[src/rtl/lsu_lane_pkg.sv]
package lsu_lane_pkg;
  localparam int BYTE_W = 8;
  localparam int NBYTES = 4;
  localparam int WORD_W = BYTE_W * NBYTES;
  localparam int HALF_W = 2 * BYTE_W;
  localparam int OFF_W  = $clog2(NBYTES);
  localparam int OP_W   = 4;

  localparam logic [OP_W-1:0] OP_LB  = 4'd0;
  localparam logic [OP_W-1:0] OP_LBU = 4'd1;
  localparam logic [OP_W-1:0] OP_LH  = 4'd2;
  localparam logic [OP_W-1:0] OP_LHU = 4'd3;
  localparam logic [OP_W-1:0] OP_LW  = 4'd4;
  localparam logic [OP_W-1:0] OP_LWL = 4'd5;
  localparam logic [OP_W-1:0] OP_LWR = 4'd6;
  localparam logic [OP_W-1:0] OP_SB  = 4'd8;
  localparam logic [OP_W-1:0] OP_SH  = 4'd9;
  localparam logic [OP_W-1:0] OP_SW  = 4'd10;

  typedef enum logic [1:0] {SZ_B, SZ_H, SZ_W} size_e;

  typedef struct packed {
    logic  is_load;
    logic  is_store;
    logic  merge_l;
    logic  merge_r;
    logic  sext;
    size_e size;
  } op_dec_t;

  function automatic op_dec_t decode_op(logic [OP_W-1:0] op);
    op_dec_t d;
    d = '{is_load: 1'b0, is_store: 1'b0, merge_l: 1'b0, merge_r: 1'b0,
          sext: 1'b0, size: SZ_W};
    case (op)
      OP_LB:  begin d.is_load = 1'b1; d.sext = 1'b1; d.size = SZ_B; end
      OP_LBU: begin d.is_load = 1'b1; d.size = SZ_B; end
      OP_LH:  begin d.is_load = 1'b1; d.sext = 1'b1; d.size = SZ_H; end
      OP_LHU: begin d.is_load = 1'b1; d.size = SZ_H; end
      OP_LW:  d.is_load = 1'b1;
      OP_LWL: begin d.is_load = 1'b1; d.merge_l = 1'b1; end
      OP_LWR: begin d.is_load = 1'b1; d.merge_r = 1'b1; end
      OP_SB:  begin d.is_store = 1'b1; d.size = SZ_B; end
      OP_SH:  begin d.is_store = 1'b1; d.size = SZ_H; end
      OP_SW:  d.is_store = 1'b1;
      default: ;
    endcase
    return d;
  endfunction
endpackage

[src/rtl/lsu_align_chk.sv]
module lsu_align_chk
  import lsu_lane_pkg::*;
(
  input  op_dec_t          dec_i,
  input  logic [OFF_W-1:0] off_i,
  output logic             misalign_o
);
  logic active;
  assign active = (dec_i.is_load | dec_i.is_store) & ~dec_i.merge_l & ~dec_i.merge_r;

  always_comb begin
    unique case (dec_i.size)
      SZ_H:    misalign_o = active & off_i[0];
      SZ_W:    misalign_o = active & (off_i != '0);
      default: misalign_o = 1'b0;
    endcase
  end
endmodule

[src/rtl/lsu_store_lanes.sv]
module lsu_store_lanes
  import lsu_lane_pkg::*;
(
  input  op_dec_t           dec_i,
  input  logic [OFF_W-1:0]  off_i,
  input  logic              misalign_i,
  input  logic [WORD_W-1:0] data_i,
  output logic [NBYTES-1:0] be_o,
  output logic [WORD_W-1:0] data_o
);
  logic go;
  assign go = dec_i.is_store & ~misalign_i;

  // lane i (bits 8i+7:8i) holds byte offset NBYTES-1-i
  for (genvar i = 0; i < NBYTES; i++) begin : g_lane
    localparam logic [OFF_W-1:0] LANE_OFF = OFF_W'(NBYTES - 1 - i);
    logic             hit;
    logic [BYTE_W-1:0] val;
    always_comb begin
      unique case (dec_i.size)
        SZ_B: begin
          hit = (off_i == LANE_OFF);
          val = data_i[BYTE_W-1:0];
        end
        SZ_H: begin
          hit = (off_i[OFF_W-1:1] == LANE_OFF[OFF_W-1:1]);
          val = LANE_OFF[0] ? data_i[BYTE_W-1:0] : data_i[HALF_W-1:BYTE_W];
        end
        default: begin
          hit = 1'b1;
          val = data_i[BYTE_W*i +: BYTE_W];
        end
      endcase
    end
    assign be_o[i]                    = go & hit;
    assign data_o[BYTE_W*i +: BYTE_W] = dec_i.is_store ? val : '0;
  end
endmodule

[src/rtl/lsu_load_extract.sv]
module lsu_load_extract
  import lsu_lane_pkg::*;
(
  input  op_dec_t           dec_i,
  input  logic [OFF_W-1:0]  off_i,
  input  logic [WORD_W-1:0] mem_i,
  output logic [WORD_W-1:0] data_o
);
  logic [OFF_W-1:0]  lane_idx;
  logic [OFF_W-2:0]  half_idx;
  logic [BYTE_W-1:0] b_val;
  logic [HALF_W-1:0] h_val;

  assign lane_idx = ~off_i;
  assign half_idx = ~off_i[OFF_W-1:1];
  assign b_val    = mem_i[BYTE_W*lane_idx +: BYTE_W];
  assign h_val    = mem_i[HALF_W*half_idx +: HALF_W];

  always_comb begin
    unique case (dec_i.size)
      SZ_B:    data_o = {{(WORD_W-BYTE_W){dec_i.sext & b_val[BYTE_W-1]}}, b_val};
      SZ_H:    data_o = {{(WORD_W-HALF_W){dec_i.sext & h_val[HALF_W-1]}}, h_val};
      default: data_o = mem_i;
    endcase
  end
endmodule

[src/rtl/lsu_unaligned_merge.sv]
module lsu_unaligned_merge
  import lsu_lane_pkg::*;
(
  input  logic              right_i,
  input  logic [OFF_W-1:0]  off_i,
  input  logic [WORD_W-1:0] mem_i,
  input  logic [WORD_W-1:0] old_i,
  output logic [WORD_W-1:0] data_o
);
  localparam logic [WORD_W-1:0] ONES = '1;
  logic [OFF_W-1:0]  rev_off;
  logic [WORD_W-1:0] mask;
  logic [WORD_W-1:0] moved;

  assign rev_off = ~off_i;

  always_comb begin
    if (right_i) begin
      moved = mem_i >> (BYTE_W * rev_off);
      mask  = ONES  >> (BYTE_W * rev_off);
    end else begin
      moved = mem_i << (BYTE_W * off_i);
      mask  = ONES  << (BYTE_W * off_i);
    end
    data_o = moved | (old_i & ~mask);
  end
endmodule

[src/rtl/lsu_lane_unit.sv]
module lsu_lane_unit
  import lsu_lane_pkg::*;
(
  input  logic [3:0]  op_i,
  input  logic [1:0]  off_i,
  input  logic [31:0] st_data_i,
  input  logic [31:0] mem_rdata_i,
  input  logic [31:0] rd_old_i,
  output logic [3:0]  be_o,
  output logic [31:0] st_data_o,
  output logic [31:0] ld_data_o,
  output logic        misalign_o
);
  op_dec_t           dec;
  logic [WORD_W-1:0] ext_data;
  logic [WORD_W-1:0] mrg_data;

  assign dec = decode_op(op_i);

  lsu_align_chk u_align (
    .dec_i      (dec),
    .off_i      (off_i),
    .misalign_o (misalign_o)
  );

  lsu_store_lanes u_store (
    .dec_i      (dec),
    .off_i      (off_i),
    .misalign_i (misalign_o),
    .data_i     (st_data_i),
    .be_o       (be_o),
    .data_o     (st_data_o)
  );

  lsu_load_extract u_extract (
    .dec_i  (dec),
    .off_i  (off_i),
    .mem_i  (mem_rdata_i),
    .data_o (ext_data)
  );

  lsu_unaligned_merge u_merge (
    .right_i (dec.merge_r),
    .off_i   (off_i),
    .mem_i   (mem_rdata_i),
    .old_i   (rd_old_i),
    .data_o  (mrg_data)
  );

  always_comb begin
    if (dec.merge_l | dec.merge_r)        ld_data_o = mrg_data;
    else if (dec.is_load && !misalign_o)  ld_data_o = ext_data;
    else                                  ld_data_o = '0;
  end
endmodule

[config.mk]
export PLATFORM = sky130hd
export DESIGN_NAME = lsu_lane_unit
export DESIGN_NICKNAME = d
export VERILOG_FILES = /design/src/rtl/lsu_lane_pkg.sv /design/src/rtl/lsu_align_chk.sv /design/src/rtl/lsu_store_lanes.sv /design/src/rtl/lsu_load_extract.sv /design/src/rtl/lsu_unaligned_merge.sv /design/src/rtl/lsu_lane_unit.sv
export SDC_FILE = /design/constraint.sdc
export NUM_CORES = 1
export LEC_CHECK = 0
export ABC_AREA = 1
export BUFFER_PORTS_ARGS = -buffer_cell sky130_fd_sc_hd__clkbuf_2
export CORE_MARGIN = 2
export CORE_UTILIZATION = 35
export DETAILED_ROUTE_END_ITERATION = 6
export GPL_TIMING_DRIVEN = 1
export PLACE_DENSITY = 0.69
export RECOVER_POWER = 100
export SYNTH_ARGS = -nofsm -noshare
export SYNTH_HDL_FRONTEND = slang
export SYNTH_SLANG_ARGS = --single-unit
[constraint.sdc]
create_clock -name vclk -period 1.2
set_clock_uncertainty 0.15 [all_clocks]
set_input_delay 0.06 -clock vclk [all_inputs]
set_output_delay 0.06 -clock vclk [all_outputs]
set_load 0.02 [all_outputs]
# After elaboration in Yosys (flattened, before gate mapping)
# Index checks and enable logic that the tools add are counted.
[word_totals]
in_bits = 102
latch_bits = 0
wordCells = 76
mem_bits_rw = 0
register_bits = 0
memories = 0
mem_bits_ro = 0
output_inout_bits = 69
[classes]
eq_ne = 14
n_reduce_logical = 12
n_addsub = 0
bitwise_logic = 21
n_div = 0
order_cmp = 0
multipliers = 0
muxes = 23
shifts = 6
[ops]
columns = ["cell", "count"]
rows = [
  ["two-way mux 32 bit", 4],
  ["case mux 32 bit (2 select lines)", 1],
  ["two-way mux 8 bit", 6],
  ["AND 32 bit", 1],
  ["inverter 32 bit", 1],
  ["OR 32 bit", 1],
  ["variable part select 32 x 6 -> 16 bit", 1],
  ["variable part select 32 x 6 -> 8 bit", 1],
  ["left shift 32 x 5 -> 32 bit", 1],
  ["left shift 32 x 5 -> 32 bit (first input constant)", 1],
  ["right shift 32 x 5 -> 32 bit", 1],
  ["right shift 32 x 5 -> 32 bit (first input constant)", 1],
  ["case mux 8 bit (2 select lines)", 1],
  ["== test 4 x 3 -> 1 bit (second input constant)", 3],
  ["== test 4 bit (second input constant)", 3],
  ["AND 1 bit", 11],
  ["case mux 1 bit (2 select lines)", 5],
  ["OR reduction 3 bit", 3],
  ["== test 4 x 2 -> 1 bit (second input constant)", 2],
  ["OR reduction 7 bit", 1],
  ["== test 2 bit (second input constant)", 3],
  ["two-way mux 1 bit", 5],
  ["== test 2 x 1 -> 1 bit (second input constant)", 2],
  ["== test 4 x 1 -> 1 bit (second input constant)", 1],
  ["10 further kinds", 16],
]

# Logic depth before layout (Yosys ltp)
[logic_depth]
depth_word = 12
ltp_mapped = 10
ltp_nobuf = 9

# Hierarchy
# From an unflattened synthesis, not the netlist that was laid out.
[unflattened]
cells_unflattened = 748
area_unflattened_um2 = 3761.1
[modules_own_cells]
columns = ["mod", "cells_per_inst", "seq_area_each_um2", "area_each_um2", "n_inst"]
rows = [
  ["lsu_unaligned_merge", 311, 0.0, 1421.4, 1],
  ["lsu_load_extract", 159, 0.0, 867.1, 1],
  ["lsu_lane_unit", 134, 0.0, 828.3, 1],
  ["lsu_store_lanes", 134, 0.0, 595.6, 1],
  ["lsu_align_chk", 10, 0.0, 48.8, 1],
]

# Worst setup path after synthesis
# No wires, ideal clock.
[synth_path]
kind = "in2out"
start = "input off_i[0]"
end = "output ld_data_o[21]"
path_stages = 9
required_time_ns = 0.990
path_slack_ns = -0.140
arrival_ns = 1.130
path_buffers = 2
cell_sequence = "buf_4 inv_2 nand2_1 nand3_1 nand4_4 nand3_4 buf_6 nand2_1 nand2_1"
[synth_between]
elab_chain_len = 7
word_cells_on_any_way = 21
classes_between = "shift (5); mux (6); bitwise (7); reduce/logical (3)"
[synth_lines]
columns = ["item", "line_no", "source"]
rows = [
  ["start: declaration", "lsu_lane_unit.sv:5", "input logic [1:0] off_i,"],
  ["parallel branches: the longest is 6 deep, another holds variable part select 32 x 6 -> 8 bit", "--", ""],
  ["two-way mux 32 bit *", "lsu_lane_unit.sv:51", "if (dec.merge_l | dec.merge_r) ld_data_o = mrg_data;"],
  ["end: declaration", "lsu_lane_unit.sv:11", "output logic [31:0] ld_data_o,"],
]
# Mark *: on every way between the ends.

# Worst setup path in the final report
[layout_path]
start = "input op_i[0]"
end = "output ld_data_o[7]"
[layout_between]
elab_chain_len = 12
word_cells_on_any_way = 41
classes_between = "eq/ne (11); mux (11); bitwise (11); reduce/logical (8)"
[layout_lines]
columns = ["item", "line_no", "source"]
rows = [
  ["start: declaration", "lsu_lane_unit.sv:4", "input logic [3:0] op_i,"],
  ["== test 4 x 3 -> 1 bit (tied with other cells)", "lsu_lane_pkg.sv:35", "case (op)"],
  ["OR reduction 7 bit (no line) or OR reduction 3 bit (tied branches)", "--", ""],
  ["two-way mux 1 bit", "lsu_lane_pkg.sv:35", ""],
  ["OR 1 bit", "lsu_align_chk.sv:9", "assign active = (dec_i.is_load | dec_i.is_store) & ~dec_i.merge_l & ~dec_i.merge_r;"],
  ["AND 1 bit (2 in series)", "lsu_align_chk.sv:9", ""],
  ["AND 1 bit, on equally long branches", "lsu_align_chk.sv:14, lsu_align_chk.sv:13", ""],
  ["case mux 1 bit (2 select lines)", "lsu_align_chk.sv:12", "unique case (dec_i.size)"],
  ["logical NOT 1 bit", "lsu_lane_unit.sv:52", "else if (dec.is_load && !misalign_o) ld_data_o = ext_data;"],
  ["logical AND 1 bit", "lsu_lane_unit.sv:52", ""],
  ["two-way mux 32 bit", "lsu_lane_unit.sv:52", ""],
  ["two-way mux 32 bit *", "lsu_lane_unit.sv:51", ""],
]
# Every way passes the cells marked *; elsewhere a longest branch is shown, timed or not.

==> impl_metrics.env <==
export IMPL_grt_max_degree=33
export IMPL_layout_common_cells="212 x nand2_1, 136 x nand3_1, 104 x clkbuf_2"
export IMPL_violations="setup timing"
export IMPL_final_common_cell="nand2_1"
export IMPL_die_y_um=94.68
export IMPL_crit_path_end="ld_data_o[7]"
export IMPL_setup_viol=69
export IMPL_portBuffers=171
export IMPL_critical_path_class="in -> out"
export IMPL_hold_path_depth=4
export IMPL_multi_input_area_mm2=0.003415
export IMPL_crit_top_cell="nand2_1"
export IMPL_drtPass1Iterations=6
export IMPL_cp_arrival_ns=1.51
export IMPL_regArea_um2=0
export IMPL_worst_hold_slack_ns=0.3362
export IMPL_final_util_pct=77.89
export IMPL_rsz0062_at_grt="yes"
export IMPL_io_pins=171
export IMPL_crit_start="op_i[0]"
export IMPL_drive_gt1_share_pct=50.63
export IMPL_grt_total_usage_pct=37.54
export IMPL_cp_required_ns=0.99
export IMPL_grt_pass1_wl_um=26840
export IMPL_dpl_cell_area_mm2=0.004711
export IMPL_post_dp_hpwl_um=11440
export IMPL_finalNetCount=983
export IMPL_cts_hold_buf=0
export IMPL_die_area_mm2=0.008963
export IMPL_synth_fp_nets=744
export IMPL_synthCells=642
export IMPL_hold_viol=0
export IMPL_die_width_um=94.68
export IMPL_diodes=0
export IMPL_wl_per_cell_um=20.77
export IMPL_tns_ns=-24.46
export IMPL_syn_mean_instance_area_um2=4.482
export IMPL_setup_ws_ns=-0.5151
export IMPL_fillers=558
export IMPL_gp_congestion=1.070
export IMPL_ys_seq_area_share_pct=0
export IMPL_postRouteAntennaNets=0
export IMPL_dr_total_vias=5918
export IMPL_p_leak_nw=3.201
export IMPL_period_share_pct=142.9
export IMPL_crit_path_start_kind="input pin"
export IMPL_ys_warn_count=0
export IMPL_seq_cells=0
export IMPL_netlist_area_mm2=0.002878
export IMPL_drt_iter0_markers=854
export IMPL_min_period_ns=1.715
export IMPL_start_util_pct=35.56
export IMPL_outcome="complete, but fails checks"
export IMPL_slew_viol_final=0
export IMPL_core_mm2=0.008093
export IMPL_yosysUniqueCellTypes=24
export IMPL_grt_overflow_total=0
export IMPL_grt_pass1_vias=5294
export IMPL_rows=33
export IMPL_antenna_found_initial=0
export IMPL_path_max_fanout=8
export IMPL_power_density_mw_per_mm2=464.2
export IMPL_worst_pin_slew_ns=0.5031
export IMPL_vias_per_cell=6.014
export IMPL_drc=0
export IMPL_timing_fmax_ghz=0.5831
export IMPL_slew_headroom_pct=66.42
export IMPL_ir_drop_mv=0.2651
export IMPL_cp_slowest_cell="nor2_2"
export IMPL_wirelength_um=20430
export IMPL_endpoint_kind="primary output"
export IMPL_area_growth_syn_to_layout_pct=119.0
export IMPL_clock_buffers=0
export IMPL_min_path_type="in -> out"
export IMPL_finalInstanceArea_mm2=0.006304
export IMPL_max_cap_viol_count=0
export IMPL_max_stage_delay_ns=0.40
export IMPL_path_cells="clkbuf_16 -> inv_1 -> nand2_1 -> nor2_4 -> nor2_2 -> nand2_1 -> o211ai_1 -> nand2_1 -> nand2_2 -> clkbuf_8"
-- worst min-delay path by stage --
stage	endpoint	start	slack (ns)
6_report	st_data_o[5]	st_data_i[5]	0.34
3_5_place_dp	st_data_o[12]	st_data_i[12]	0.32
4_1_cts	st_data_o[7]	st_data_i[7]	0.32
3_3_place_gp	st_data_o[15]	st_data_i[15]	0.32
5_1_grt	st_data_o[21]	st_data_i[5]	0.36
2_1_floorplan	st_data_o[16]	st_data_i[0]	0.12
-- per-stage QoR --
| stage | cells | power [mW] | setup WS (ns) |
|---|---|---|---|
| 3_3_place_gp | 963 | 1.984 | -0.4588 |
| 4_1_cts | 979 | 2.474 | -0.3040 |
| 5_1_grt | 984 | 3.077 | -0.6011 |
| 3_5_place_dp | 963 | 2.005 | -0.5184 |
| 2_1_floorplan | 642 | 1.157 | -0.06013 |
| 6_report | 984 | 2.926 | -0.5151 |
-- final cells by class --
type	count	share of cell area (%)
tap	105	2.084
timing repair buffer	275	41.25
multi-input combinational	572	54.17
inverter	32	2.501
-- what timing repair did --
item                                    CTS  global route
buffers inserted                         15             5
endpoints found under the setup margin   69            69
gates cloned                              3             1
pin swaps                                61            32
gates resized for setup                 205           141
-- cell usage after synthesis --
cell | count | area [um2]
nor2_4 | 1 | 11.26
nand2_1 | 285 | 1070
buf_4 | 5 | 37.54
a21oi_4 | 1 | 16.27
a31oi_1 | 11 | 68.82
nand4_4 | 1 | 21.27
nand2_4 | 1 | 11.26
buf_1 | 2 | 7.510
inv_1 | 27 | 101.4
inv_2 | 4 | 15.01
nand3_4 | 1 | 17.52
nor2_2 | 3 | 18.77
buf_6 | 3 | 33.78
nand2_2 | 2 | 12.51
o21ai_0 | 8 | 40.04
clkbuf_1 | 11 | 41.29
nand3_2 | 1 | 10.01
inv_4 | 1 | 6.260
a21oi_1 | 28 | 140.1
nor2_1 | 57 | 214.0
o211ai_1 | 9 | 67.56
buf_2 | 18 | 90.09
nand3_1 | 161 | 805.8
nand2_8 | 1 | 20.02
-- critical path: cells and delay by family --
family / cells / cell delay [ns]
AOI/OAI and AO/OA: 1 / 0.15
buffers and inverters: 3 / 0.36
and+or+nand+nor: 6 / 0.93
-- layer usage --
metal / part of all wire [%] / vias to the layer above / global-route usage (%)
met5: 0 / - / 0
met4: 7.5 / 0 / 16.67
met3: 12 / 147 / 3.831
met2: 47 / 479 / 61.88
met1: 34 / 2697 / 49.29
li1: - / 2595 / -
-- report_power, final --
group / internal (mW) / switching [mW]
sequential: 0 / 0
combinational: 1.27 / 1.65
clock: 0 / 0
total: 1.27 / 1.65
-- cell families after synthesis --
family	after synthesis	share of synthesized area, %
AOI/OAI and AO/OA	57	11.57
buffers and inverters	71	11.57
and+or+nand+nor	514	76.87
Note: power is estimated with default switching activity, not from simulation.
